[config.mk]
export PLATFORM = sky130hd
export DESIGN_NAME = univ_bus_xcvr
export DESIGN_NICKNAME = d
export VERILOG_FILES = /design/src/rtl/xcvr_pkg.sv /design/src/rtl/xcvr_edge.sv /design/src/rtl/xcvr_store.sv /design/src/rtl/xcvr_keeper.sv /design/src/rtl/univ_bus_xcvr.sv
export SDC_FILE = /design/constraint.sdc
export NUM_CORES = 1
export LEC_CHECK = 0
export BUFFER_PORTS_ARGS = -buffer_cell sky130_fd_sc_hd__clkbuf_2
export CORE_ASPECT_RATIO = 0.6
export CORE_MARGIN = 8
export CORE_UTILIZATION = 57
export DETAILED_ROUTE_END_ITERATION = 10
export PLACE_DENSITY = 0.84
export SLEW_MARGIN = 15
export SYNTH_ARGS = -nofsm -noshare
export SYNTH_HDL_FRONTEND = slang
export SYNTH_SLANG_ARGS = --single-unit
export TNS_END_PERCENT = 5
[constraint.sdc]
create_clock -name clk -period 2 [get_ports clk]
set_clock_uncertainty 0.05 [all_clocks]
set_input_delay 0.4 -clock clk [delete_from_list [all_inputs] [get_ports clk]]
set_output_delay 0.4 -clock clk [all_outputs]
set_load 0.02 [all_outputs]
[src/rtl/xcvr_pkg.sv]
// Shared types for the universal bus transceiver.
// Assumes: nothing beyond the IEEE 1800-2017 language.
package xcvr_pkg;

    // Control set of one transfer direction, as sampled from its pins.
    typedef struct packed {
        logic oe_n;    // active-low drive enable of the far port
        logic le;      // pass-through enable
        logic dclk;    // direction clock, loads on falling edge
        logic cken_n;  // active-low clock gate
    } dir_ctrl_t;

endpackage

[src/rtl/xcvr_edge.sv]
// Falling-edge load detector for one direction.
// It registers the direction clock on the system clock. It raises load_o in
// a cycle where the registered level is high, the present level is low, the
// clock gate is low and the pass-through enable is low.
// Assumes: the direction clock is slow next to clk (at least one clk period
// per level).
module xcvr_edge (
    input  logic clk,
    input  logic rst_n,
    input  logic dclk_i,
    input  logic cken_n_i,
    input  logic le_i,
    output logic load_o
);

    logic dclk_q;

    // Remember the direction clock level from the previous system clock.
    always_ff @(posedge clk) begin
        if (!rst_n) dclk_q <= 1'b0;
        else        dclk_q <= dclk_i;
    end

    // Gated high-to-low change while the pass-through enable is off.
    always_comb begin
        load_o = dclk_q && !dclk_i && !cken_n_i && !le_i;
    end

    AST_LOAD_ON_FALL: assert property (@(posedge clk) disable iff (!rst_n)
        load_o |-> ($past(dclk_i) && !dclk_i));

endmodule

[src/rtl/xcvr_store.sv]
// Per-bit storage for one direction, repeated WIDTH times.
// While le_i is high each bit follows d_i and q_o passes d_i straight
// through. Otherwise a bit loads d_i only when load_i is high.
// Assumes: load_i is never high while le_i is high.
module xcvr_store #(
    parameter int WIDTH = 18
) (
    input  logic             clk,
    input  logic             rst_n,
    input  logic [WIDTH-1:0] d_i,
    input  logic             le_i,
    input  logic             load_i,
    output logic [WIDTH-1:0] q_o,
    output logic [WIDTH-1:0] held_o
);

    logic [WIDTH-1:0] held;

    for (genvar gi = 0; gi < WIDTH; gi++) begin : g_bit
        // One storage bit: follows in pass-through, loads on a gated edge.
        always_ff @(posedge clk) begin
            if (!rst_n)               held[gi] <= 1'b0;
            else if (le_i || load_i)  held[gi] <= d_i[gi];
        end

        // Output bit: pass-through value or the stored value.
        always_comb begin
            q_o[gi] = le_i ? d_i[gi] : held[gi];
        end
    end

    assign held_o = held;

    AST_PASS_LOADS: assert property (@(posedge clk) disable iff (!rst_n)
        le_i |=> (held == $past(d_i)));
    AST_HOLD: assert property (@(posedge clk) disable iff (!rst_n)
        (!le_i && !load_i) |=> (held == $past(held)));
    AST_EDGE_LOAD: assert property (@(posedge clk) disable iff (!rst_n)
        load_i |=> (held == $past(d_i)));

endmodule

[src/rtl/xcvr_keeper.sv]
// Bus keeper for one port.
// It records the value present on the port: the block's own drive when that
// drive is enabled, else the external value when an external driver is
// active. The data fed to the reading path is the external value when one is
// driven, else the recorded value.
// Assumes: own drive takes priority over an external driver on the record.
module xcvr_keeper #(
    parameter int WIDTH = 18
) (
    input  logic             clk,
    input  logic             rst_n,
    input  logic [WIDTH-1:0] ext_val_i,
    input  logic             ext_drv_i,
    input  logic [WIDTH-1:0] own_val_i,
    input  logic             own_oe_i,
    output logic [WIDTH-1:0] src_o
);

    logic [WIDTH-1:0] kept;

    // Record the last value present on the port.
    always_ff @(posedge clk) begin
        if (!rst_n)         kept <= '0;
        else if (own_oe_i)  kept <= own_val_i;
        else if (ext_drv_i) kept <= ext_val_i;
    end

    // Data seen by the reading path.
    always_comb begin
        src_o = ext_drv_i ? ext_val_i : kept;
    end

    AST_KEEP_FLOAT: assert property (@(posedge clk) disable iff (!rst_n)
        (!ext_drv_i && !own_oe_i) |=> (kept == $past(kept)));
    AST_KEEP_OWN: assert property (@(posedge clk) disable iff (!rst_n)
        own_oe_i |=> (kept == $past(own_val_i)));

endmodule

[src/rtl/univ_bus_xcvr.sv]
// Universal registered bus transceiver between ports A and B.
// Each direction has a keeper on its source port, a falling-edge detector
// and a storage lane that can pass data through, hold it, or load it. The
// drive outputs carry a value plus an enable that stands in for three-state.
// Assumes: all control inputs are synchronous to clk or slow next to it.
module univ_bus_xcvr #(
    parameter int WIDTH = 18
) (
    input  logic             clk,
    input  logic             rst_n,
    input  logic [WIDTH-1:0] a_in,
    input  logic             a_in_drv,
    input  logic [WIDTH-1:0] b_in,
    input  logic             b_in_drv,
    input  logic             oe_ab_n,
    input  logic             le_ab,
    input  logic             clk_ab,
    input  logic             cken_ab_n,
    input  logic             oe_ba_n,
    input  logic             le_ba,
    input  logic             clk_ba,
    input  logic             cken_ba_n,
    output logic [WIDTH-1:0] a_out,
    output logic             a_oe,
    output logic [WIDTH-1:0] b_out,
    output logic             b_oe,
    output logic             bus_conflict
);

    import xcvr_pkg::*;

    localparam int NDIR = 2;  // index 0: A to B, index 1: B to A

    dir_ctrl_t        ctrl     [NDIR];
    logic [WIDTH-1:0] src      [NDIR];
    logic [WIDTH-1:0] far_val  [NDIR];
    logic [WIDTH-1:0] held     [NDIR];
    logic [WIDTH-1:0] ext_val  [NDIR];
    logic             ext_drv  [NDIR];
    logic             load     [NDIR];
    logic             far_oe   [NDIR];

    // Bundle the pin controls of each direction.
    always_comb begin
        ctrl[0]    = '{oe_n: oe_ab_n, le: le_ab, dclk: clk_ab, cken_n: cken_ab_n};
        ctrl[1]    = '{oe_n: oe_ba_n, le: le_ba, dclk: clk_ba, cken_n: cken_ba_n};
        ext_val[0] = a_in;
        ext_drv[0] = a_in_drv;
        ext_val[1] = b_in;
        ext_drv[1] = b_in_drv;
    end

    for (genvar gd = 0; gd < NDIR; gd++) begin : g_dir
        // Drive enable of the far port for this direction.
        always_comb begin
            far_oe[gd] = !ctrl[gd].oe_n;
        end

        // Keeper on the source port. The block drives that port through
        // the opposite direction.
        xcvr_keeper #(.WIDTH(WIDTH)) i_keeper (
            .clk       (clk),
            .rst_n     (rst_n),
            .ext_val_i (ext_val[gd]),
            .ext_drv_i (ext_drv[gd]),
            .own_val_i (far_val[NDIR-1-gd]),
            .own_oe_i  (far_oe[NDIR-1-gd]),
            .src_o     (src[gd])
        );

        xcvr_edge i_edge (
            .clk      (clk),
            .rst_n    (rst_n),
            .dclk_i   (ctrl[gd].dclk),
            .cken_n_i (ctrl[gd].cken_n),
            .le_i     (ctrl[gd].le),
            .load_o   (load[gd])
        );

        xcvr_store #(.WIDTH(WIDTH)) i_store (
            .clk    (clk),
            .rst_n  (rst_n),
            .d_i    (src[gd]),
            .le_i   (ctrl[gd].le),
            .load_i (load[gd]),
            .q_o    (far_val[gd]),
            .held_o (held[gd])
        );
    end

    // Map the lanes onto the port outputs and flag double drive.
    always_comb begin
        b_out        = far_val[0];
        b_oe         = far_oe[0];
        a_out        = far_val[1];
        a_oe         = far_oe[1];
        bus_conflict = far_oe[0] && far_oe[1];
    end

    AST_GATE_AB: assert property (@(posedge clk) disable iff (!rst_n)
        (!le_ab && cken_ab_n) |=> (held[0] == $past(held[0])));
    AST_GATE_BA: assert property (@(posedge clk) disable iff (!rst_n)
        (!le_ba && cken_ba_n) |=> (held[1] == $past(held[1])));
    AST_RISE_IGNORED_AB: assert property (@(posedge clk) disable iff (!rst_n)
        (!le_ab && clk_ab) |=> (held[0] == $past(held[0])));
    AST_RISE_IGNORED_BA: assert property (@(posedge clk) disable iff (!rst_n)
        (!le_ba && clk_ba) |=> (held[1] == $past(held[1])));
    AST_CONFLICT_SRC: assert property (@(posedge clk) disable iff (!rst_n)
        bus_conflict |-> (!oe_ab_n && !oe_ba_n));
    AST_PASS_B: assert property (@(posedge clk) disable iff (!rst_n)
        (le_ab && a_in_drv) |-> (b_out == a_in));

endmodule

==> impl_metrics.xml <==
<?xml version="1.0" encoding="UTF-8"?>
<metrics>
  <group name="cells_and_area">
    <metric name="layout-area-overhead-vs-synth" unit="%">20.9</metric>
    <metric name="most-common-layout-cells" unit="">86 x sky130_fd_sc_hd__clkbuf_2, 74 x sky130_fd_sc_hd__dfxtp_1, 54 x sky130_fd_sc_hd__o211a_1</metric>
    <metric name="mostFrequentLayoutCell" unit="">sky130_fd_sc_hd__clkbuf_2</metric>
    <metric name="number_of_diodes" unit="">0</metric>
    <metric name="fin_nets" unit="">514</metric>
    <metric name="drive_gt1_share" unit="%">29.7</metric>
    <metric name="layout.cells.non_filler" unit="">555</metric>
    <metric name="nFillCells" unit="">449</metric>
  </group>
  <group name="route">
    <metric name="num_vias" unit="">3332</metric>
    <metric name="totalWireLength" unit="µm">10900</metric>
    <metric name="detail_route.drc_violations" unit="">0</metric>
    <metric name="viasPerCell" unit="">6.00</metric>
    <metric name="dr.pass1.iters" unit="">7</metric>
    <metric name="drtIter0Drc" unit="">341</metric>
    <metric name="drt.antenna.violating_nets" unit="">0</metric>
    <metric name="routedWlPerCell" unit="µm">19.6</metric>
  </group>
  <group name="grt">
    <metric name="global_route_wire_length_before_repair" unit="µm">16700</metric>
    <metric name="grt_overflow_total" unit="">0</metric>
    <metric name="grt_max_degree" unit="">64</metric>
    <metric name="track_usage" unit="%">22.8</metric>
    <metric name="first_global_vias" unit="">3084</metric>
    <metric name="antenna_violations_before_repair" unit="">0</metric>
  </group>
  <group name="placed_design">
    <metric name="placed_cells" unit="">539</metric>
    <metric name="gp_routability_congestion" unit="">0.859</metric>
    <metric name="numPortBuffers" unit="">86</metric>
    <metric name="place.detailed.hpwl" unit="µm">7800</metric>
    <metric name="setup_ws_pre_cts" unit="ns">0.135</metric>
  </group>
  <group name="timing">
    <metric name="timing.final.hold_violations" unit="">0</metric>
    <metric name="postLayoutSetupSlackWorst" unit="ns">0.0784</metric>
    <metric name="setup-violations-final" unit="">0</metric>
    <metric name="hold-worst-slack" unit="ns">0.268</metric>
    <metric name="worst_slew_pin_slew" unit="ns">0.722</metric>
    <metric name="fmaxAchievable" unit="MHz">520</metric>
    <metric name="final-max-slew-violation-count" unit="">0</metric>
    <metric name="finalCriticalPeriod" unit="ns">1.92</metric>
    <metric name="layout_worst_path_cycle_share" unit="%">96.1</metric>
    <metric name="maxSlewHeadroom" unit="%">51.9</metric>
  </group>
  <group name="floorplanning">
    <metric name="fp.dieW" unit="µm">118</metric>
    <metric name="floorplan.initialDensity" unit="%">58.5</metric>
    <metric name="placementRows" unit="">22</metric>
    <metric name="total_die_area" unit="µm²">9120</metric>
    <metric name="die_h" unit="µm">77.2</metric>
    <metric name="top_level_ports" unit="">87</metric>
    <metric name="coreArea" unit="µm²">6080</metric>
  </group>
  <group name="synth">
    <metric name="seq_area_frac_synth" unit="%">41.6</metric>
    <metric name="synth_simple_gate_area_share" unit="%">7.94</metric>
    <metric name="postSynthAreaPerCell" unit="µm²">9.50</metric>
    <metric name="synth.cell_area" unit="µm²">3560</metric>
    <metric name="combinational_family_with_the_most_area_after_synthesis" unit="">compound AO/OA/AOI/OAI gates</metric>
    <metric name="muxShareOfSynthArea" unit="%">10.7</metric>
    <metric name="post_synth_xor_area_fraction" unit="%">0</metric>
    <metric name="synth-adder-area-share" unit="%">0</metric>
    <metric name="async_sr_flop_fraction" unit="%">0</metric>
    <metric name="postSynthNetCount" unit="">423</metric>
    <metric name="number_of_flops_mapped_to_enable_cells_by_yosys" unit="">0</metric>
    <metric name="synth.lib_cells_used.distinct" unit="">23</metric>
    <metric name="synth_compound_area_share" unit="%">32.6</metric>
    <metric name="predominant_post_synthesis_flop_cell" unit="">sky130_fd_sc_hd__dfxtp_1</metric>
    <metric name="ys_seq_elements" unit="">74</metric>
    <metric name="syn-instance-count" unit="">375</metric>
    <metric name="ys.warnings.count" unit="">0</metric>
  </group>
  <group name="clocking">
    <metric name="total_setup_buffers_inserted_after_cts" unit="">0</metric>
    <metric name="post_cts_hold_buffer_count" unit="">0</metric>
    <metric name="tritoncts_clock_tree" unit="">yes</metric>
    <metric name="cts_max_level" unit="">3</metric>
    <metric name="cts_buffers" unit="">9</metric>
    <metric name="clock_sink_count" unit="">74</metric>
    <metric name="worst_skew_pair.late_latency" unit="ns">0.34</metric>
    <metric name="cts-root-buf" unit="">sky130_fd_sc_hd__clkbuf_8</metric>
    <metric name="path_clk_slew" unit="ns">0.07</metric>
    <metric name="clock_path_buffers" unit="">2</metric>
  </group>
  <group name="critical_path">
    <metric name="cpMaxStageDelayCell" unit="">sky130_fd_sc_hd__mux2i_2</metric>
    <metric name="worst-endpoint-required" unit="ns">1.55</metric>
    <metric name="timing.critical_path.from" unit="">b_in_drv</metric>
    <metric name="cp_max_fo" unit="">14</metric>
    <metric name="setup.worst_path.class" unit="">in2out</metric>
    <metric name="timing.critical_path.max_delay_family" unit="">buffers and inverters</metric>
    <metric name="worst_reg2reg_path_startpoint" unit="">g_dir[1].i_edge.dclk_q</metric>
    <metric name="cp-start-kind" unit="">primary input</metric>
    <metric name="cp.arrival" unit="ns">1.47</metric>
    <metric name="timing.critical_path.mode_cell" unit="">sky130_fd_sc_hd__clkbuf_2</metric>
    <metric name="critPathCaptureType" unit="">output pin</metric>
    <metric name="critical_path.n_buffers_inverters" unit="">3</metric>
    <metric name="cpPeakStageDelay" unit="ns">0.36</metric>
    <metric name="worstPathCellList" unit="">clkbuf_2 -&gt; buf_12 -&gt; mux2i_2 -&gt; a21oi_1 -&gt; clkbuf_2</metric>
  </group>
  <group name="pwr">
    <metric name="fin_total_pwr" unit="mW">3.54</metric>
    <metric name="power.ir.vdd_worst" unit="V">0.000442</metric>
    <metric name="power_density" unit="nW/µm²">821</metric>
    <metric name="power_switching_share" unit="%">30.3</metric>
    <metric name="clock_power_share" unit="%">30.4</metric>
    <metric name="internal_power" unit="mW">2.46</metric>
    <metric name="share_of_power_burned_in_registers" unit="%">46.5</metric>
    <metric name="total_leakage_power" unit="nW">2.37</metric>
    <metric name="comb_power_share" unit="%">23.0</metric>
    <metric name="netSwitchingPower" unit="mW">1.07</metric>
  </group>
  <group name="run_status">
    <metric name="status" unit="">finished, final reports clean</metric>
  </group>
  <group name="flow_run">
    <metric name="drv_cap" unit="">0</metric>
  </group>
  <group name="hold_path">
    <metric name="worstHoldPathType" unit="">in2reg</metric>
    <metric name="worst_hold_startpoint" unit="">clk_ab</metric>
  </group>
</metrics>
-- what timing repair did --
| item | 4_1_cts | 5_1_grt |
|---|---|---|
| endpoints found under the setup margin | 0 | 1 |
| hold endpoints to repair | 0 | 0 |
| resized for setup | 0 | 1 |
-- flip-flops by register name, summed over array words and instances, names as in the netlist --
signal and flops:
g_dir.i_keeper.kept 36, g_dir.i_edge.dclk_q 2, g_dir.i_store.held_o 36
-- metrics by stage --
| step | area [µm²] | utilization (%) | setup TNS, ns |
|---|---|---|---|
| after floorplan | 3560 | - | 0 |
| after global placement | 4120 | 67.7 | 0 |
| after detailed placement | 4120 | 67.7 | 0 |
| after CTS | 4300 | 70.7 | 0 |
| after global routing | 4310 | 70.8 | -0.00314 |
| final | 4310 | 70.8 | 0 |
-- power groups by stage --
stage,Combinational [mW],Sequential [mW],Clock (mW)
floorplan,0.517,1.66,0
global placement,0.773,1.67,0
detailed placement,0.796,1.67,0
CTS,0.801,1.64,1.08
global route,0.873,1.65,1.15
finish,0.815,1.65,1.08
-- cells by family (layout without fill, tap and decap cells) --
logic type	after synthesis	count (layout)
AOI/OAI and AO/OA	162	162
buffers and inverters	39	135
DFF	74	74
muxes	36	36
and+or+nand+nor	64	64
-- layer usage --
layer  routed length, µm  vias up  part of all wire [%]  global-route usage (%)
met5                   0        -                     0                       0
met4                 163        0                   1.5                    5.97
met3                1250       17                    12                    6.43
met2                4570      199                    42                    31.5
met1                4880     1562                    45                    33.4
li1                    -     1554                     -                       -
-- cells in the mapped netlist (2+ instances only) --
cell	instances	area share (%)
sky130_fd_sc_hd__buf_6	4	1.3
sky130_fd_sc_hd__a21oi_2	2	0.49
sky130_fd_sc_hd__mux2i_2	2	0.77
sky130_fd_sc_hd__nor2_1	38	4.0
sky130_fd_sc_hd__o211a_1	54	15
sky130_fd_sc_hd__or2_1	2	0.35
sky130_fd_sc_hd__nand2_1	19	2.0
sky130_fd_sc_hd__and2_1	2	0.35
sky130_fd_sc_hd__buf_12	4	2.2
sky130_fd_sc_hd__dfxtp_1	74	42
sky130_fd_sc_hd__inv_1	2	0.21
sky130_fd_sc_hd__a211o_1	17	4.2
sky130_fd_sc_hd__nor3b_4	2	1.1
sky130_fd_sc_hd__a21oi_1	34	4.8
sky130_fd_sc_hd__buf_2	11	1.5
sky130_fd_sc_hd__o21ai_0	52	7.3
sky130_fd_sc_hd__mux2i_1	33	9.3
sky130_fd_sc_hd__clkbuf_1	18	1.9
-- path summary, 6_finish.rpt --
kind                                      to  slack, ns  cells past startpoint
setup / recovery                    a_out[4]       0.08                      5
hold / removal        g_dir[0].i_edge.dclk_q       0.27                      2
setup reg to reg  g_dir[1].i_store.held_o[4]       0.60                      3
hold reg to reg   g_dir[1].i_store.held_o[8]       0.45                      1
-- cell type report --
| type | instances | area, µm² | area share (%) |
|---|---|---|---|
| Timing Repair Buffer | 117 | 701 | 16.3 |
| Multi-Input combinational cell | 262 | 1830 | 42.5 |
| Clock buffer | 14 | 173 | 4.01 |
| Sequential cell | 74 | 1480 | 34.4 |
| Inverter | 2 | 7.51 | 0.174 |
| Tap cell | 84 | 105 | 2.44 |
| Clock inverter | 2 | 10.0 | 0.232 |
Note: power is estimated with default switching activity, not from simulation.
